**config.mk**
```make
export PLATFORM = sky130hd
export DESIGN_NAME = store_clean_ctrl
export DESIGN_NICKNAME = d
export VERILOG_FILES = /design/src/rtl/stclean_pkg.sv /design/src/rtl/stclean_slot.sv /design/src/rtl/stclean_prio.sv /design/src/rtl/stclean_issue.sv /design/src/rtl/store_clean_ctrl.sv
export SDC_FILE = /design/constraint.sdc
export NUM_CORES = 1
export LEC_CHECK = 0
export BUFFER_PORTS_ARGS = -buffer_cell sky130_fd_sc_hd__clkbuf_2
export CORE_AREA = 2 2 179 111
export DETAILED_ROUTE_END_ITERATION = 8
export DIE_AREA = 0 0 181 113
export PLACE_DENSITY_LB_ADDON = 0.25
export SETUP_SLACK_MARGIN = 0.5
export SLEW_MARGIN = 30
export SYNTH_ARGS = -nofsm -noshare
export SYNTH_HDL_FRONTEND = slang
export SYNTH_SLANG_ARGS = --single-unit
export TNS_END_PERCENT = 100
```
**constraint.sdc**
```tcl
create_clock -name clk -period 4.4 [get_ports clk]
set_input_delay 0.22 -clock clk [delete_from_list [all_inputs] [get_ports clk]]
set_output_delay 0.22 -clock clk [all_outputs]
set_load 0.01 [all_outputs]
```
**src/rtl/stclean_pkg.sv**
```systemverilog
package stclean_pkg;

   // Width of an index able to name n items; never zero.
   function automatic int idx_width(input int n);
      return (n > 1) ? $clog2(n) : 1;
   endfunction

   function automatic bit is_pow2(input int n);
      return (n > 0) && ((n & (n - 1)) == 0);
   endfunction

endpackage

```
**src/rtl/stclean_slot.sv**
```systemverilog
module stclean_slot #(
   parameter int PC_W    = 32,
   parameter int PAT_LEN = 8,
   parameter int PTR_W   = 3
) (
   input  logic               clk,
   input  logic               rst_n,
   input  logic               load,
   input  logic [PC_W-1:0]    load_pc,
   input  logic [PAT_LEN-1:0] load_pat,
   input  logic [PC_W-1:0]    probe_pc,
   input  logic               step,
   output logic               hit,
   output logic               cur_bit
);

   logic               vld_q;
   logic [PC_W-1:0]    pc_q;
   logic [PAT_LEN-1:0] pat_q;
   logic [PTR_W-1:0]   ptr_q;
   logic [PTR_W-1:0]   ptr_nxt;

   // Pointer wrap: free-running when the length fills the pointer range.
   generate
      if (stclean_pkg::is_pow2(PAT_LEN)) begin : g_wrap_natural
         assign ptr_nxt = ptr_q + PTR_W'(1);
      end else begin : g_wrap_compare
         assign ptr_nxt = (ptr_q == PTR_W'(PAT_LEN - 1)) ? '0 : ptr_q + PTR_W'(1);
      end
   endgenerate

   assign hit     = vld_q && (pc_q == probe_pc);
   assign cur_bit = pat_q[ptr_q];

   always_ff @(posedge clk or negedge rst_n) begin
      if (!rst_n) begin
         vld_q <= 1'b0;
         pc_q  <= '0;
         pat_q <= '0;
         ptr_q <= '0;
      end else if (load) begin
         vld_q <= 1'b1;
         pc_q  <= load_pc;
         pat_q <= load_pat;
         ptr_q <= '0;
      end else if (step) begin
         ptr_q <= ptr_nxt;
      end
   end

endmodule

```
**src/rtl/stclean_prio.sv**
```systemverilog
module stclean_prio #(
   parameter int N = 4
) (
   input  logic [N-1:0] req,
   output logic [N-1:0] grant,
   output logic         any
);

   assign any = |req;

   generate
      if (N == 1) begin : g_single
         assign grant = req;
      end else begin : g_multi
         always_comb begin
            logic taken;
            taken = 1'b0;
            grant = '0;
            for (int i = 0; i < N; i++) begin
               if (req[i] && !taken) begin
                  grant[i] = 1'b1;
                  taken    = 1'b1;
               end
            end
         end
      end
   endgenerate

endmodule

```
**src/rtl/stclean_issue.sv**
```systemverilog
module stclean_issue #(
   parameter int LINE_W = 27
) (
   input  logic              clk,
   input  logic              rst_n,
   input  logic              fire,
   input  logic [LINE_W-1:0] line_in,
   input  logic              req_ready,
   output logic              req_valid,
   output logic [LINE_W-1:0] req_line
);

   always_ff @(posedge clk or negedge rst_n) begin
      if (!rst_n) begin
         req_valid <= 1'b0;
         req_line  <= '0;
      end else if (fire) begin
         req_valid <= 1'b1;
         req_line  <= line_in;
      end else if (req_valid && req_ready) begin
         req_valid <= 1'b0;
      end
   end

endmodule

```
**src/rtl/store_clean_ctrl.sv**
```systemverilog
module store_clean_ctrl #(
   parameter int NUM_SLOTS  = 4,
   parameter int PC_W       = 32,
   parameter int ADDR_W     = 32,
   parameter int LINE_BYTES = 32,
   parameter int PAT_LEN    = 8,
   localparam int IDX_W     = stclean_pkg::idx_width(NUM_SLOTS),
   localparam int PTR_W     = stclean_pkg::idx_width(PAT_LEN),
   localparam int OFF_W     = $clog2(LINE_BYTES),
   localparam int LINE_W    = ADDR_W - OFF_W
) (
   input  logic               clk,
   input  logic               rst_n,
   input  logic               cfg_we,
   input  logic [IDX_W-1:0]   cfg_idx,
   input  logic [PC_W-1:0]    cfg_pc,
   input  logic [PAT_LEN-1:0] cfg_pattern,
   input  logic               st_valid,
   output logic               st_ready,
   input  logic [PC_W-1:0]    st_pc,
   input  logic [ADDR_W-1:0]  st_addr,
   output logic               cln_valid,
   input  logic               cln_ready,
   output logic [LINE_W-1:0]  cln_line
);

   // Elaboration-time parameter checks
   generate
      if (NUM_SLOTS < 1) begin : g_bad_slots
         $error("NUM_SLOTS must be at least 1");
      end
      if (PAT_LEN < 2) begin : g_bad_pat
         $error("PAT_LEN must be at least 2");
      end
      if (!stclean_pkg::is_pow2(LINE_BYTES)) begin : g_bad_line
         $error("LINE_BYTES must be a power of two");
      end
      if (ADDR_W <= OFF_W) begin : g_bad_addr
         $error("ADDR_W must exceed the line offset width");
      end
   endgenerate

   logic                 accept;
   logic [NUM_SLOTS-1:0] hit_v;
   logic [NUM_SLOTS-1:0] bit_v;
   logic [NUM_SLOTS-1:0] grant_v;
   logic                 any_hit;
   logic                 fire;

   assign st_ready = !cln_valid;
   assign accept   = st_valid && st_ready;

   for (genvar s = 0; s < NUM_SLOTS; s++) begin : g_slot
      stclean_slot #(
         .PC_W   (PC_W),
         .PAT_LEN(PAT_LEN),
         .PTR_W  (PTR_W)
      ) u_slot (
         .clk     (clk),
         .rst_n   (rst_n),
         .load    (cfg_we && (cfg_idx == IDX_W'(s))),
         .load_pc (cfg_pc),
         .load_pat(cfg_pattern),
         .probe_pc(st_pc),
         .step    (accept && grant_v[s]),
         .hit     (hit_v[s]),
         .cur_bit (bit_v[s])
      );
   end

   stclean_prio #(.N(NUM_SLOTS)) u_prio (
      .req  (hit_v),
      .grant(grant_v),
      .any  (any_hit)
   );

   assign fire = accept && any_hit && |(grant_v & bit_v);

   stclean_issue #(.LINE_W(LINE_W)) u_issue (
      .clk      (clk),
      .rst_n    (rst_n),
      .fire     (fire),
      .line_in  (st_addr[ADDR_W-1:OFF_W]),
      .req_ready(cln_ready),
      .req_valid(cln_valid),
      .req_line (cln_line)
   );

endmodule

```
# After elaboration in Yosys (flattened, before gate mapping)
# Index checks and enable logic that the tools add are counted.
[totals] input_bits=111 ff_bits=204 elab_cells=89 output_inout_bits=29
[classes] muxes=24 bitwise=1 n_addsub=4 n_reduce_logical=31 magnitude_cmp=4 eq_ne=7
[ops] cell="32-bit equality test" count=4
[ops] cell="3-bit two-way mux" count=8
[ops] cell="1-bit logical AND" count=19
[ops] cell="3-bit by 4-bit less-than comparator with 1-bit output, second input constant" count=4
[ops] cell="3-bit by 1-bit adder with 3-bit output, second input constant" count=4
[ops] cell="1-bit binary-select mux with 3-bit select" count=4
[ops] cell="1-bit two-way mux" count=12
[ops] cell="2-bit nonzero test" count=5
[ops] cell="4-bit OR reduction" count=2
[ops] cell="4-bit bitwise AND" count=1
[ops] cell="2-bit equality test, second input constant" count=2
[ops] cell="1-bit zero test" count=4
[ops] cell="2-bit by 1-bit equality test with 1-bit output, second input constant" count=1
[ops] cell="2-bit zero test" count=1

# Longest topological paths before layout
# Gate-level depths: netlist of the first run.
[logic_depth] word_depth=16 mapped_depth=10 depth_no_buf=7

# Hierarchy
# From an unflattened synthesis of the first run, not the netlist that was laid out.
[unflattened] cells_unflattened=661 area_unflattened_um2=9477.8
[by_module_without_submodules] mod="stclean_slot" seq_area_each_um2=1101.1 area_per_inst_um2=2052.0 cells_per_inst=145 instances=4
[by_module_without_submodules] mod="stclean_issue" seq_area_each_um2=700.7 area_per_inst_um2=1138.6 cells_per_inst=60 instances=1
[by_module_without_submodules] mod="store_clean_ctrl" seq_area_each_um2=0.0 area_per_inst_um2=93.8 cells_per_inst=16 instances=1
[by_module_without_submodules] mod="stclean_prio" seq_area_each_um2=0.0 area_per_inst_um2=37.5 cells_per_inst=5 instances=1

# Worst setup path after synthesis of the first run
# Ideal clock, no wire load.
[synth_timing] path_kind="register -> register" start="register g_slot[3].u_slot.pc_q[18]" end="register u_issue.req_line[17]" synth_period_minus_slack_ns=2.226 path_stages_with_launch=10 n_path_buf=2 arrival_time_ns=2.099 required_time_ns=4.274 setup_ns=0.126 slack_ns=2.174 cell_sequence="dfrtp_1 > xor2_1 > nor4_1 > nand4_1 > or3_4 > a41o_1 > buf_2 > buf_6 > a32oi_1 > o21ai_1"
[synth_via] elab_chain_cells=7 elab_cells_between_ends=9 classes_between="eq/ne: 1; mux: 1; bitwise: 1; reduce/logical: 6"
[synth_rtl] element="start, declared" line_no="stclean_slot.sv:18" source="logic [PC_W-1:0] pc_q;"
[synth_rtl] element="start signal, assigned" line_no="stclean_slot.sv:43" source="pc_q <= load_pc;"
[synth_rtl] element="32-bit equality test (*)" line_no="stclean_slot.sv:32" source="assign hit = vld_q && (pc_q == probe_pc);"
[synth_rtl] element="1-bit logical AND (*)" line_no="stclean_slot.sv:32"
[synth_rtl] element="1-bit logical AND" line_no="stclean_prio.sv:20" source="if (req[i] && !taken) begin"
[synth_rtl] element="1-bit two-way mux" line_no="stclean_prio.sv:20"
[synth_rtl] element="4-bit bitwise AND" line_no="store_clean_ctrl.sv:77" source="assign fire = accept && any_hit && |(grant_v & bit_v);"
[synth_rtl] element="4-bit OR reduction" line_no="store_clean_ctrl.sv:77"
[synth_rtl] element="1-bit logical AND (*)" line_no="store_clean_ctrl.sv:77"
[synth_rtl] element="end signal, assigned" line_no="stclean_issue.sv:19" source="req_line <= line_in;"
[synth_rtl] element="end, declared" line_no="stclean_issue.sv:10" source="output logic [LINE_W-1:0] req_line"
# Mark *: on every way between the ends. The rest lies on a longest branch, timed or not.
# A chain may end at the register's enable or synchronous reset.

# Worst setup path in the final report of the first run
[layout_timing] start="register g_slot[1].u_slot.pc_q[6]" end="register u_issue.req_valid"
[layout_via] elab_chain_cells=14 elab_cells_between_ends=19 classes_between="eq/ne: 1; mux: 6; bitwise: 1; reduce/logical: 11"
[layout_rtl] element="start, declared" line_no="stclean_slot.sv:18"
[layout_rtl] element="start signal, assigned" line_no="stclean_slot.sv:43"
[layout_rtl] element="32-bit equality test (*)" line_no="stclean_slot.sv:32"
[layout_rtl] element="1-bit logical AND (*)" line_no="stclean_slot.sv:32"
[layout_rtl] element="1-bit logical AND" line_no="stclean_prio.sv:20"
[layout_rtl] element="1-bit two-way mux" line_no="stclean_prio.sv:20"
[layout_rtl] element="1-bit zero test" line_no="stclean_prio.sv:20"
[layout_rtl] element="1-bit logical AND" line_no="stclean_prio.sv:20"
[layout_rtl] element="1-bit two-way mux" line_no="stclean_prio.sv:20"
[layout_rtl] element="1-bit zero test" line_no="stclean_prio.sv:20"
[layout_rtl] element="1-bit logical AND" line_no="stclean_prio.sv:20"
[layout_rtl] element="1-bit two-way mux" line_no="stclean_prio.sv:20"
[layout_rtl] element="4-bit bitwise AND" line_no="store_clean_ctrl.sv:77"
[layout_rtl] element="4-bit OR reduction" line_no="store_clean_ctrl.sv:77"
[layout_rtl] element="1-bit logical AND (*)" line_no="store_clean_ctrl.sv:77"
[layout_rtl] element="1-bit two-way mux or 2-bit nonzero test (tied branches)"
[layout_rtl] element="end signal, assigned" line_no="stclean_issue.sv:15" source="req_valid <= 1'b0;"
[layout_rtl] element="end signal, assigned" line_no="stclean_issue.sv:18" source="req_valid <= 1'b1;"
[layout_rtl] element="end signal, assigned" line_no="stclean_issue.sv:21" source="req_valid <= 1'b0;"
[layout_rtl] element="end, declared" line_no="stclean_issue.sv:9" source="output logic req_valid,"
# Marked as above.

==> qor.yml, run 1 <==
drt-met1-wl_microns: 14200
die_w_microns: 181
crit_path_start_kind: "flop"
p_switching_mw: 1.33
fin_setup_tns_ns: 0
dp_hpwl_microns: 18900
synth_edf_count: 0
clkLatencyLatePin_ns: 0.50
max_clock_freq_mhz: 276
yosysMostFrequentCell: "nand2_1"
htreeDepth: 1
die_area_sq_um: 20500
layout-drive-gt1-share_pct: 19.2
status: "finished, final reports clean"
pwr-share-clk_pct: 35.0
period_minus_slack_ns: 3.63
fp-row-count: 39
fin_total_pwr_mw: 4.76
setup_ws_ns: 0.775
io_pins: 140
syn_inst: 1052
vdd_drop_max_v: 0.000276
skew_ns: 0.00874
design.core.area_sq_um: 18700
wl_per_cell_microns: 19.5
top_layer_used: "met5"
clkSinkCount: 204
grt_pass1_wl_microns: 45400
crit_arrival_ns: 3.97
place_ws_ns: 1.04
endpoint_kind: "flop"
fillers: 1545
antenna_found_initial: 1
postSynthAreaPerCell_sq_um: 9.61
synthesis.nets: 1167
worstPathMaxFanout: 28
routed-wl-met2_microns: 11200
clkTransAtPathRegs_ns: 0.06
drt_iter0_markers: 856
hold_class: "input pin to flop"
synth_top_cell_area_share_pct: 50.5
drc_errors: 0
drv_cap: 0
drv_slew: 0
netlist_top_cells_count: "391 x nand2_1, 204 x dfrtp_1, 74 x xor2_1"
powerDensity_nw_per_um2: 389
hold_violations: 0
tightest_slew_ns: 0.900
yosysUniqueCellTypes: 42
wl_met3_microns: 3040
cts_tree: "done"
combPwrFrac_pct: 17.1
p_int_mw: 3.44
synth_async_sr_flop_share_pct: 100
clockBufferDepth: 3
yosys_warnings: 0
finalWirelength_microns: 28900
root_buffer: "clkbuf_16"
grt_pass1_vias: 8028
nNetsFinal: 1342
num_vias: 8360
yosysSeqAreaShare_pct: 50.5
place_congestion: 0.861
grt_usage_pct: 28.9
rsz0062_at_grt: "no"
fin_crit_sh_pct: 82.4
diodes: 0
place_area_sq_um: 11000
cts_buffers: 20
criticalPathCategory: "flop to flop"
max_slew_margin_pct: 39.8
numPortBuffers: 134
syn_area_sq_um: 10100
cp.required_ns: 4.75
post_cts_resized: 0
switching_share_pct: 27.9
ys_seq_elements: 204
power_leakage_nw: 5.83
yosys_most_used_dff: "dfrtp_1"
area_growth_pct: 21.0
viasPerCell: 5.64
grt_overflow: 0
grt_max_degree: 120
netlist.top_cell.by_area: "dfrtp_1"
p_seq_share_pct: 47.9
setup_viol: 0
synth.area.top_cells: "dfrtp_1 50%, nand2_1 15%, xor2_1 6.4%"
die_y_microns: 113
dr.pass1.iters: 5
ant_nets: 0
initial_core_util_pct: 54.0
stdcell_area_sq_um: 12200
==> state kept, by name, indices dropped and copies added, names as in the netlist <==
name,count
g_slot.u_slot.vld_q,4
g_slot.u_slot.pat_q,32
g_slot.u_slot.ptr_q,12
u_issue.req_line,27
g_slot.u_slot.pc_q,128
u_issue.req_valid,1
==> routing by layer <==
| layer | up-vias | global-route usage (%) |
|---|---|---|
| li1 | 3852 | - |
| met1 | 4131 | 46.6 |
| met2 | 331 | 37.8 |
| met3 | 44 | 8.82 |
| met4 | 2 | 5.58 |
| met5 | - | 0 |
==> placed cells by master (no fill, tap or decap), drive strengths merged, types with 4 or more instances in the layout <==
cell type | netlist | layout
a32oi | 27 | 27
a41oi | 28 | 28
and3 | 4 | 4
buf | 14 | 12
clkbuf | 44 | 162
dfrtp | 204 | 204
dlygate4sd3 | 0 | 65
ha | 4 | 4
inv | 30 | 30
mux2 | 42 | 42
mux2i | 7 | 7
mux4 | 8 | 8
nand2 | 391 | 391
nand2b | 4 | 4
nand3 | 10 | 10
nand4 | 17 | 17
nor2 | 10 | 10
nor3 | 5 | 5
nor4 | 20 | 20
o21ai | 29 | 29
or2 | 4 | 4
xnor2 | 58 | 58
xor2 | 74 | 74
==> metrics by stage <==
| stage | util (%) | hold slack [ns] | std cells |
|---|---|---|---|
| 3_5_place_dp | 58.5 | 0.342 | 1386 |
| 2_1_floorplan | - | -0.0756 | 1052 |
| 6_report | 65.3 | 0.0149 | 1481 |
| 3_3_place_gp | 58.5 | 0.334 | 1386 |
| 5_1_grt | 65.3 | 0.0154 | 1481 |
| 4_1_cts | 65.3 | 0.00166 | 1481 |
==> final cells by class <==
class / instances / area [sq um] / area share (%)
multi-input combinational: 760 / 4670 / 38.2
clock inverter: 2 / 35.0 / 0.286
sequential: 204 / 5100 / 41.7
inverter: 30 / 113 / 0.921
clock buffer: 28 / 572 / 4.67
tap: 246 / 308 / 2.52
timing repair buffer: 211 / 1430 / 11.7
==> kinds of logic after synthesis <==
kind of cell,after synthesis,synth area share [%]
xor gates and xnor gates,132,11.4
AOI/OAI and AO/OA,92,6.94
adders and majority gates,4,0.495
and+or+nand+nor,475,19.8
DFF,204,50.5
buffers and inverters,88,3.75
muxes,57,7.15
==> worst max-delay path, cell delays in order, from the launching register on <==
cell	delay (ns)
dfrtp_1	0.39
xnor2_1	0.51
nand4_1	0.24
nor4_1	0.80
nand3_2	0.35
nand3_1	0.18
buf_4	0.33
and3_1	0.22
buf_4	0.32
o22ai_1	0.12
==> power groups by stage <==
stage	Sequential (mW)	Clock [mW]	Combinational, mW
6_report	2.28	1.67	0.813
5_1_grt	2.31	1.77	0.892
2_1_floorplan	2.28	0	0.451
4_1_cts	2.28	1.70	0.798
3_5_place_dp	2.31	0	0.745
3_3_place_gp	2.30	0	0.733
==> repair_timing <==
item | 4_1_cts | 5_1_grt
buffers inserted | 0 | 0
hold buffers | 65 | 0
endpoints found under the hold margin | 221 | 0
==> worst paths after layout <==
path,cells after the start,slack [ns],endpoint,from
hold reg to reg,1,0.46,g_slot[1].u_slot.vld_q$_DFFE_PN0P_,g_slot[1].u_slot.vld_q$_DFFE_PN0P_
max in group asynchronous,3,2.93,g_slot[2].u_slot.pc_q[1]$_DFFE_PN0P_,rst_n
hold / removal,3,0.01,g_slot[3].u_slot.pat_q[0]$_DFFE_PN0P_,cfg_pattern[0]
setup / recovery,9,0.77,u_issue.req_valid$_DFFE_PN0P_,g_slot[1].u_slot.pc_q[6]$_DFFE_PN0P_
min in group asynchronous,2,0.35,g_slot[0].u_slot.pc_q[14]$_DFFE_PN0P_,rst_n
setup reg to reg,9,0.77,u_issue.req_valid$_DFFE_PN0P_,g_slot[1].u_slot.pc_q[6]$_DFFE_PN0P_
No activity file was read; power rests on OpenSTA's default activity.
==> inputs of run 2 (changes only) <==
==> constraint.sdc (replaced) <==
create_clock -name clk -period 3.4 [get_ports clk]
set_input_delay 0.17 -clock clk [delete_from_list [all_inputs] [get_ports clk]]
set_output_delay 0.17 -clock clk [all_outputs]
set_load 0.01 [all_outputs]
==> run 2 against run 1 <==
Compared with the run above: non-clock buffer count grew 14; power rose by 32%; register-to-register slack got worse by 0.15 ns.
==> qor.yml, run 2 (synthesized netlist as in run 1, its figures left out) <==
status: "finished, final reports clean"
layout-drive-gt1-share_pct: 20.5
finalWirelength_microns: 29300
antenna_found_initial: 1
worst_hold_path.num_cells: 4
grt_pass1_wl_microns: 46900
max_clock_freq_mhz: 361
area_growth_pct: 23.1
clkLatencyLatePin_ns: 0.50
criticalPathCategory: "flop to flop"
worstPathMaxFanout: 28
layout_commonest_cell: "nand2_1"
period_minus_slack_ns: 2.77
top_regs: "g_slot.u_slot.pc_q (128), g_slot.u_slot.pat_q (32), u_issue.req_line (27)"
die_y_microns: 113
drt-met1-wl_microns: 13900
grt_overflow: 0
power_leakage_nw: 5.93
hold_violations: 0
r2r_start: "g_slot[2].u_slot.pc_q[29]$_DFFE_PN0P_"
clkSinkCount: 204
drv_cap: 0
root_buffer: "clkbuf_16"
largest_reg_flops: 128
drt_iter0_markers: 794
htreeDepth: 1
place_congestion: 0.891
numPortBuffers: 134
regMostFlops: "g_slot.u_slot.pc_q"
crit_arrival_ns: 3.16
io_pins: 140
max_slew_margin_pct: 45.3
clkTransAtPathRegs_ns: 0.07
dr.pass1.iters: 5
drc_errors: 0
initial_core_util_pct: 54.0
fin_setup_tns_ns: 0
num_vias: 8372
tightest_slew_ns: 0.820
grt_usage_pct: 29.7
powerDensity_nw_per_um2: 504
clockBufferDepth: 3
wl_met3_microns: 3290
wl_per_cell_microns: 19.5
worst_hold_path.endpoint: "g_slot[1].u_slot.pc_q[4]$_DFFE_PN0P_"
nNetsFinal: 1357
worstRegToRegCells: 9
r2r_end: "u_issue.req_line[5]$_DFFE_PN0P_"
die_w_microns: 181
cts_buffers: 21
grt_max_degree: 97
dp_hpwl_microns: 19400
design.core.area_sq_um: 18700
die_area_sq_um: 20500
fin_crit_sh_pct: 81.5
utilization_pct: 66.4
hold_class: "input pin to flop"
top_layer_used: "met4"
grt_pass1_vias: 8365
viasPerCell: 5.57
routed-wl-met2_microns: 11800
ant_nets: 0
mostFrequentLayoutCells: "391 x nand2_1, 204 x dfrtp_1, 133 x clkbuf_2, 74 x xor2_1, 69 x dlygate4sd3_1"
drv_slew: 0
vdd_drop_max_v: 0.000350
crit_path_start_kind: "flop"
hp-start: "cfg_idx[1]"
rsz0062_at_grt: "no"
endpoint_kind: "flop"
fp-row-count: 39
setup_viol: 0
skew_ns: 0.0132
cts_tree: "done"
rrSetupSlack_ns: 0.63
cp.required_ns: 3.78
run 2: changes by cell type in the layout (fill, tap and decap cells not counted), moves of 2 or more:
cell           change
nor4_2             +3
nand3_2            +2
nor4_1             -4
dlygate4sd3_1      +4
clkbuf_8           +3
buf_4              +8
run 2: timing repair:
item / CTS / global route
setup buffers: 0 / 1
pin swaps: 0 / 2
endpoints found under the setup margin: 1 / 28
hold buffers: 69 / 0
endpoints found under the hold margin: 271 / 0
gates resized for setup: 1 / 6
run 2: cell type report:
cell class | instances | area (sq um)
antenna | 1 | 2.50
multi-input combinational | 760 | 4700
clock inverter | 5 | 42.5
timing repair buffer | 225 | 1560
tap | 246 | 308
clock buffer | 32 | 617
fill | 1500 | 6290
inverter | 30 | 113
sequential | 204 | 5100
run 2: how the worst max path moves through the flow:
stage                                          startpoint                               end  slack (ns)  cells past startpoint
floorplan           g_slot[3].u_slot.pc_q[18]$_DFFE_PN0P_  u_issue.req_line[17]$_DFFE_PN0P_        1.17                      9
global route         g_slot[1].u_slot.pc_q[8]$_DFFE_PN0P_     u_issue.req_valid$_DFFE_PN0P_        0.51                     10
CTS                  g_slot[2].u_slot.pc_q[8]$_DFFE_PN0P_   u_issue.req_line[5]$_DFFE_PN0P_        0.50                      9
global placement                                st_pc[27]     u_issue.req_valid$_DFFE_PN0P_        0.59                     10
detailed placement   g_slot[2].u_slot.pc_q[8]$_DFFE_PN0P_  u_issue.req_line[11]$_DFFE_PN0P_        0.52                      9
finish              g_slot[2].u_slot.pc_q[29]$_DFFE_PN0P_   u_issue.req_line[5]$_DFFE_PN0P_        0.63                      9
run 2: critical path, stage by stage (launching register included):
cell and delay (ns):
dfrtp_1 0.39, xor2_1 0.15, nor4_1 0.48, nand4_1 0.20
or3_1 0.50, buf_4 0.29, nand4_1 0.14, and3_1 0.21
buf_12 0.19, o21ai_1 0.09
run 2: metrics by stage:
| stage | power (mW) | cell area, sq um | cells | hold WS, ns | worst slack [ns] |
|---|---|---|---|---|---|
| 2_1_floorplan | 3.53 | 10100 | 1052 | -0.126 | 1.17 |
| 3_3_place_gp | 3.94 | 11000 | 1395 | 0.310 | 0.590 |
| 3_5_place_dp | 3.98 | 11000 | 1395 | 0.314 | 0.519 |
| 4_1_cts | 6.26 | 12400 | 1501 | 0.106 | 0.502 |
| 5_1_grt | 6.55 | 12400 | 1503 | 0.160 | 0.508 |
| 6_report | 6.27 | 12400 | 1503 | 0.127 | 0.628 |
run 2: layer usage:
layer  track usage [%]  vias to the layer above
met5                 0                        -
li1                  -                     3889
met2              40.9                      358
met4              5.42                        0
met1              45.5                     4097
met3              10.1                       28
run 2: where the power goes:
part,switching (mW),internal [mW],total (mW)
clock,0.968,1.26,2.23
combinational,0.603,0.480,1.08
sequential,0.212,2.75,2.96
==> inputs of run 3 (changes only) <==
--- a/config.mk
+++ b/config.mk
@@ -5,10 +5,11 @@
 export SDC_FILE = /design/constraint.sdc
 export NUM_CORES = 1
 export LEC_CHECK = 0
+export ABC_AREA = 1
 export BUFFER_PORTS_ARGS = -buffer_cell sky130_fd_sc_hd__clkbuf_2
-export CORE_AREA = 2 2 179 111
+export CORE_AREA = 2 2 185 114
 export DETAILED_ROUTE_END_ITERATION = 8
-export DIE_AREA = 0 0 181 113
+export DIE_AREA = 0 0 187 116
 export PLACE_DENSITY_LB_ADDON = 0.25
 export SETUP_SLACK_MARGIN = 0.5
 export SLEW_MARGIN = 30
==> constraint.sdc (replaced) <==
create_clock -name clk -period 2.7 [get_ports clk]
set_input_delay 0.135 -clock clk [delete_from_list [all_inputs] [get_ports clk]]
set_output_delay 0.135 -clock clk [all_outputs]
set_load 0.01 [all_outputs]
==> run 3 against run 2 <==
Compared with the run above: routed wire length rose by 38%; combinational power is 99% higher; synthesized area is 7.6% higher; setup slack worse by 0.19 ns; critical path depth grew 5; register-to-register slack lost 0.19 ns.
==> qor.yml, run 3 <==
status: "finished, final reports clean"
place_congestion: 1.05
rsz0062_at_grt: "yes"
grt_usage_pct: 35.5
die_y_microns: 116
io_pins: 140
largest_reg_flops: 128
cp.required_ns: 3.10
synth_async_sr_flop_share_pct: 100
fp-row-count: 40
yosys_warnings: 0
synth_edf_count: 0
drv_cap: 0
criticalPathCategory: "flop to flop"
regMostFlops: "g_slot.u_slot.pc_q"
grt.met3_usage_pct: 10.8
crit_arrival_ns: 2.66
area_growth_pct: 29.6
initial_core_util_pct: 54.7
numPortBuffers: 134
design.core.area_sq_um: 19900
die_area_sq_um: 21700
fin_crit_sh_pct: 83.6
utilization_pct: 71.0
max_stage_delay_ns: 0.39
drc_errors: 0
yosys_most_used_dff: "dfrtp_1"
max_slew_margin_pct: 38.7
whs_ns: 0.0111
ant_nets: 0
synthSimpleGateAreaFrac_pct: 31.1
hp-start: "cfg_pattern[7]"
clkLatencyLatePin_ns: 0.51
r2r_start: "g_slot[3].u_slot.pc_q[23]$_DFFE_PN0P_"
skew_ns: 0.0234
viasPerCell: 5.61
worstPathMaxFanout: 8
hold_class: "input pin to flop"
yosysSeqAreaShare_pct: 46.9
layout-drive-gt1-share_pct: 21.2
clkSinkCount: 204
htreeDepth: 1
dp_hpwl_microns: 28100
vdd_drop_max_v: 0.000476
period_minus_slack_ns: 2.26
syn_inst: 1506
cts_tree: "done"
synth.area.top_cells: "dfrtp_1 47%, nand2_1 19%, o21ai_0 8.6%"
grt_max_degree: 88
synth_compound_area_share_pct: 9.96
drv_slew: 0
diodes: 0
grt_pass1_vias: 9950
grt_pass1_wl_microns: 58000
synth_top_cell_area_share_pct: 46.9
hold_violations: 0
path_common_cell: "nand2_1"
synthesis.nets: 1621
die_w_microns: 187
endpoint_kind: "flop"
slowest_stage: "dfrtp_1"
root_buffer: "clkbuf_16"
cp_cell_sequence: "inv_1 -> nand2_1 -> nand2_1 -> nor2_1 -> nand2_1 -> nor2_2 -> nand3_2 -> nor2_4 -> nand4_1 -> nand2_8 -> buf_6 -> nand2_8 -> nand2_1 -> nand2_1"
yosys-mux-area-fraction_pct: 0.0920
netlist.top_cell.by_area: "dfrtp_1"
setup_viol: 0
yosysMostFrequentCell: "nand2_1"
yosysUniqueCellTypes: 43
fillers: 1561
synth_top_family_by_area: "simple AND/OR/NAND/NOR gates"
crit_path_start_kind: "flop"
num_vias: 11280
cts_buffers: 20
finalWirelength_microns: 40500
ys_seq_elements: 204
mostFrequentLayoutCells: "490 x nand2_1, 204 x dfrtp_1, 185 x o21ai_0, 166 x inv_1, 133 x clkbuf_2"
powerDensity_nw_per_um2: 629
synthAdderAreaFrac_pct: 0.460
max_clock_freq_mhz: 443
tightest_slew_ns: 0.920
met1_usage_pct: 54.9
wl_per_cell_microns: 20.1
grt_overflow: 0
syn_area_sq_um: 10900
clkTransAtPathRegs_ns: 0.07
clockBufferDepth: 3
netlist_top_cells_count: "550 x nand2_1, 204 x dfrtp_1, 186 x o21ai_0"
met2_usage_pct: 49.3
crit_path_start: "g_slot[3].u_slot.pc_q[23]$_DFFE_PN0P_"
drt_iter0_markers: 1442
synth_xor_area_share_pct: 2.82
power_leakage_nw: 7.36
top_regs: "g_slot.u_slot.pc_q (128), g_slot.u_slot.pat_q (32), u_issue.req_line (27)"
busiest_layer: "met1"
fin_setup_tns_ns: 0
layout_commonest_cell: "nand2_1"
antenna_found_initial: 0
nNetsFinal: 1840
postSynthAreaPerCell_sq_um: 7.22
dr.pass1.iters: 6
[run 3: cell type report]
cell class / instances / area [sq um] / area share [%]
multi-input cells: 1066 / 5490 / 38.9
flip-flops and latches: 204 / 5100 / 36.2
well taps: 273 / 342 / 2.42
clock buffers: 28 / 562 / 3.98
repair buffers: 239 / 1790 / 12.7
inverters: 194 / 728 / 5.16
clock inverters: 7 / 90.1 / 0.639
[run 3: cell families (layout without fill, tap and decap cells)]
logic type / after synthesis / after routing
multiplexers: 1 / 1
AO/OA/AOI/OAI: 209 / 209
XOR/XNOR: 35 / 35
flip-flops: 204 / 204
AND/OR/NAND/NOR: 813 / 817
buffers and inverters: 240 / 468
adder cells (fa/ha/maj): 4 / 4
[run 3: power by group]
part	leakage, nW	switching (mW)	internal [mW]
Sequential	2.58	0.379	3.47
Clock	0.313	1.22	1.65
Combinational	4.47	1.37	0.778
[run 3: metrics by stage]
stage / cells / total power [mW] / cell area, sq um / setup WS (ns)
6_report: 2011 / 8.88 / 14100 / 0.442
5_1_grt: 2011 / 9.26 / 14100 / 0.369
4_1_cts: 1988 / 8.62 / 13300 / 0.521
3_5_place_dp: 1884 / 5.68 / 11900 / 0.319
3_3_place_gp: 1884 / 5.64 / 11900 / 0.419
2_1_floorplan: 1506 / 4.88 / 10900 / 0.957
[run 3: what timing repair did]
item / in CTS / in global routing
setup buffers: 3 / 15
hold buffers: 66 / 0
hold endpoints to repair: 242 / 0
endpoints found under the setup margin: 33 / 33
pin swaps: 1 / 36
cloned: 0 / 8
resized for setup: 14 / 144
[run 3: worst paths after layout]
| check | endpoint | cells after the start | slack (ns) |
|---|---|---|---|
| max | u_issue.req_line[23]$_DFFE_PN0P_ | 14 | 0.44 |
| min | g_slot[0].u_slot.pat_q[7]$_DFFE_PN0P_ | 3 | 0.01 |
| max reg2reg | u_issue.req_line[23]$_DFFE_PN0P_ | 14 | 0.44 |
| min reg2reg | g_slot[0].u_slot.vld_q$_DFFE_PN0P_ | 2 | 0.48 |
| max in group asynchronous | g_slot[0].u_slot.ptr_q[0]$_DFFE_PN0P_ | 3 | 1.70 |
| min in group asynchronous | g_slot[0].u_slot.pc_q[6]$_DFFE_PN0P_ | 2 | 0.24 |
[run 3: routing by layer]
layer  up-vias  routed length (microns)
li1       5191                        -
met1      5350                    17800
met2       665                    16400
met3        74                     5620
met4         0                      714
met5         -                        0
[run 3: worst max-delay path, delay by kind of cell, from the launching register on]
kind	cells	cell delay, ns
simple gates	12	1.52
buf+inv	2	0.21
flops	1	0.39
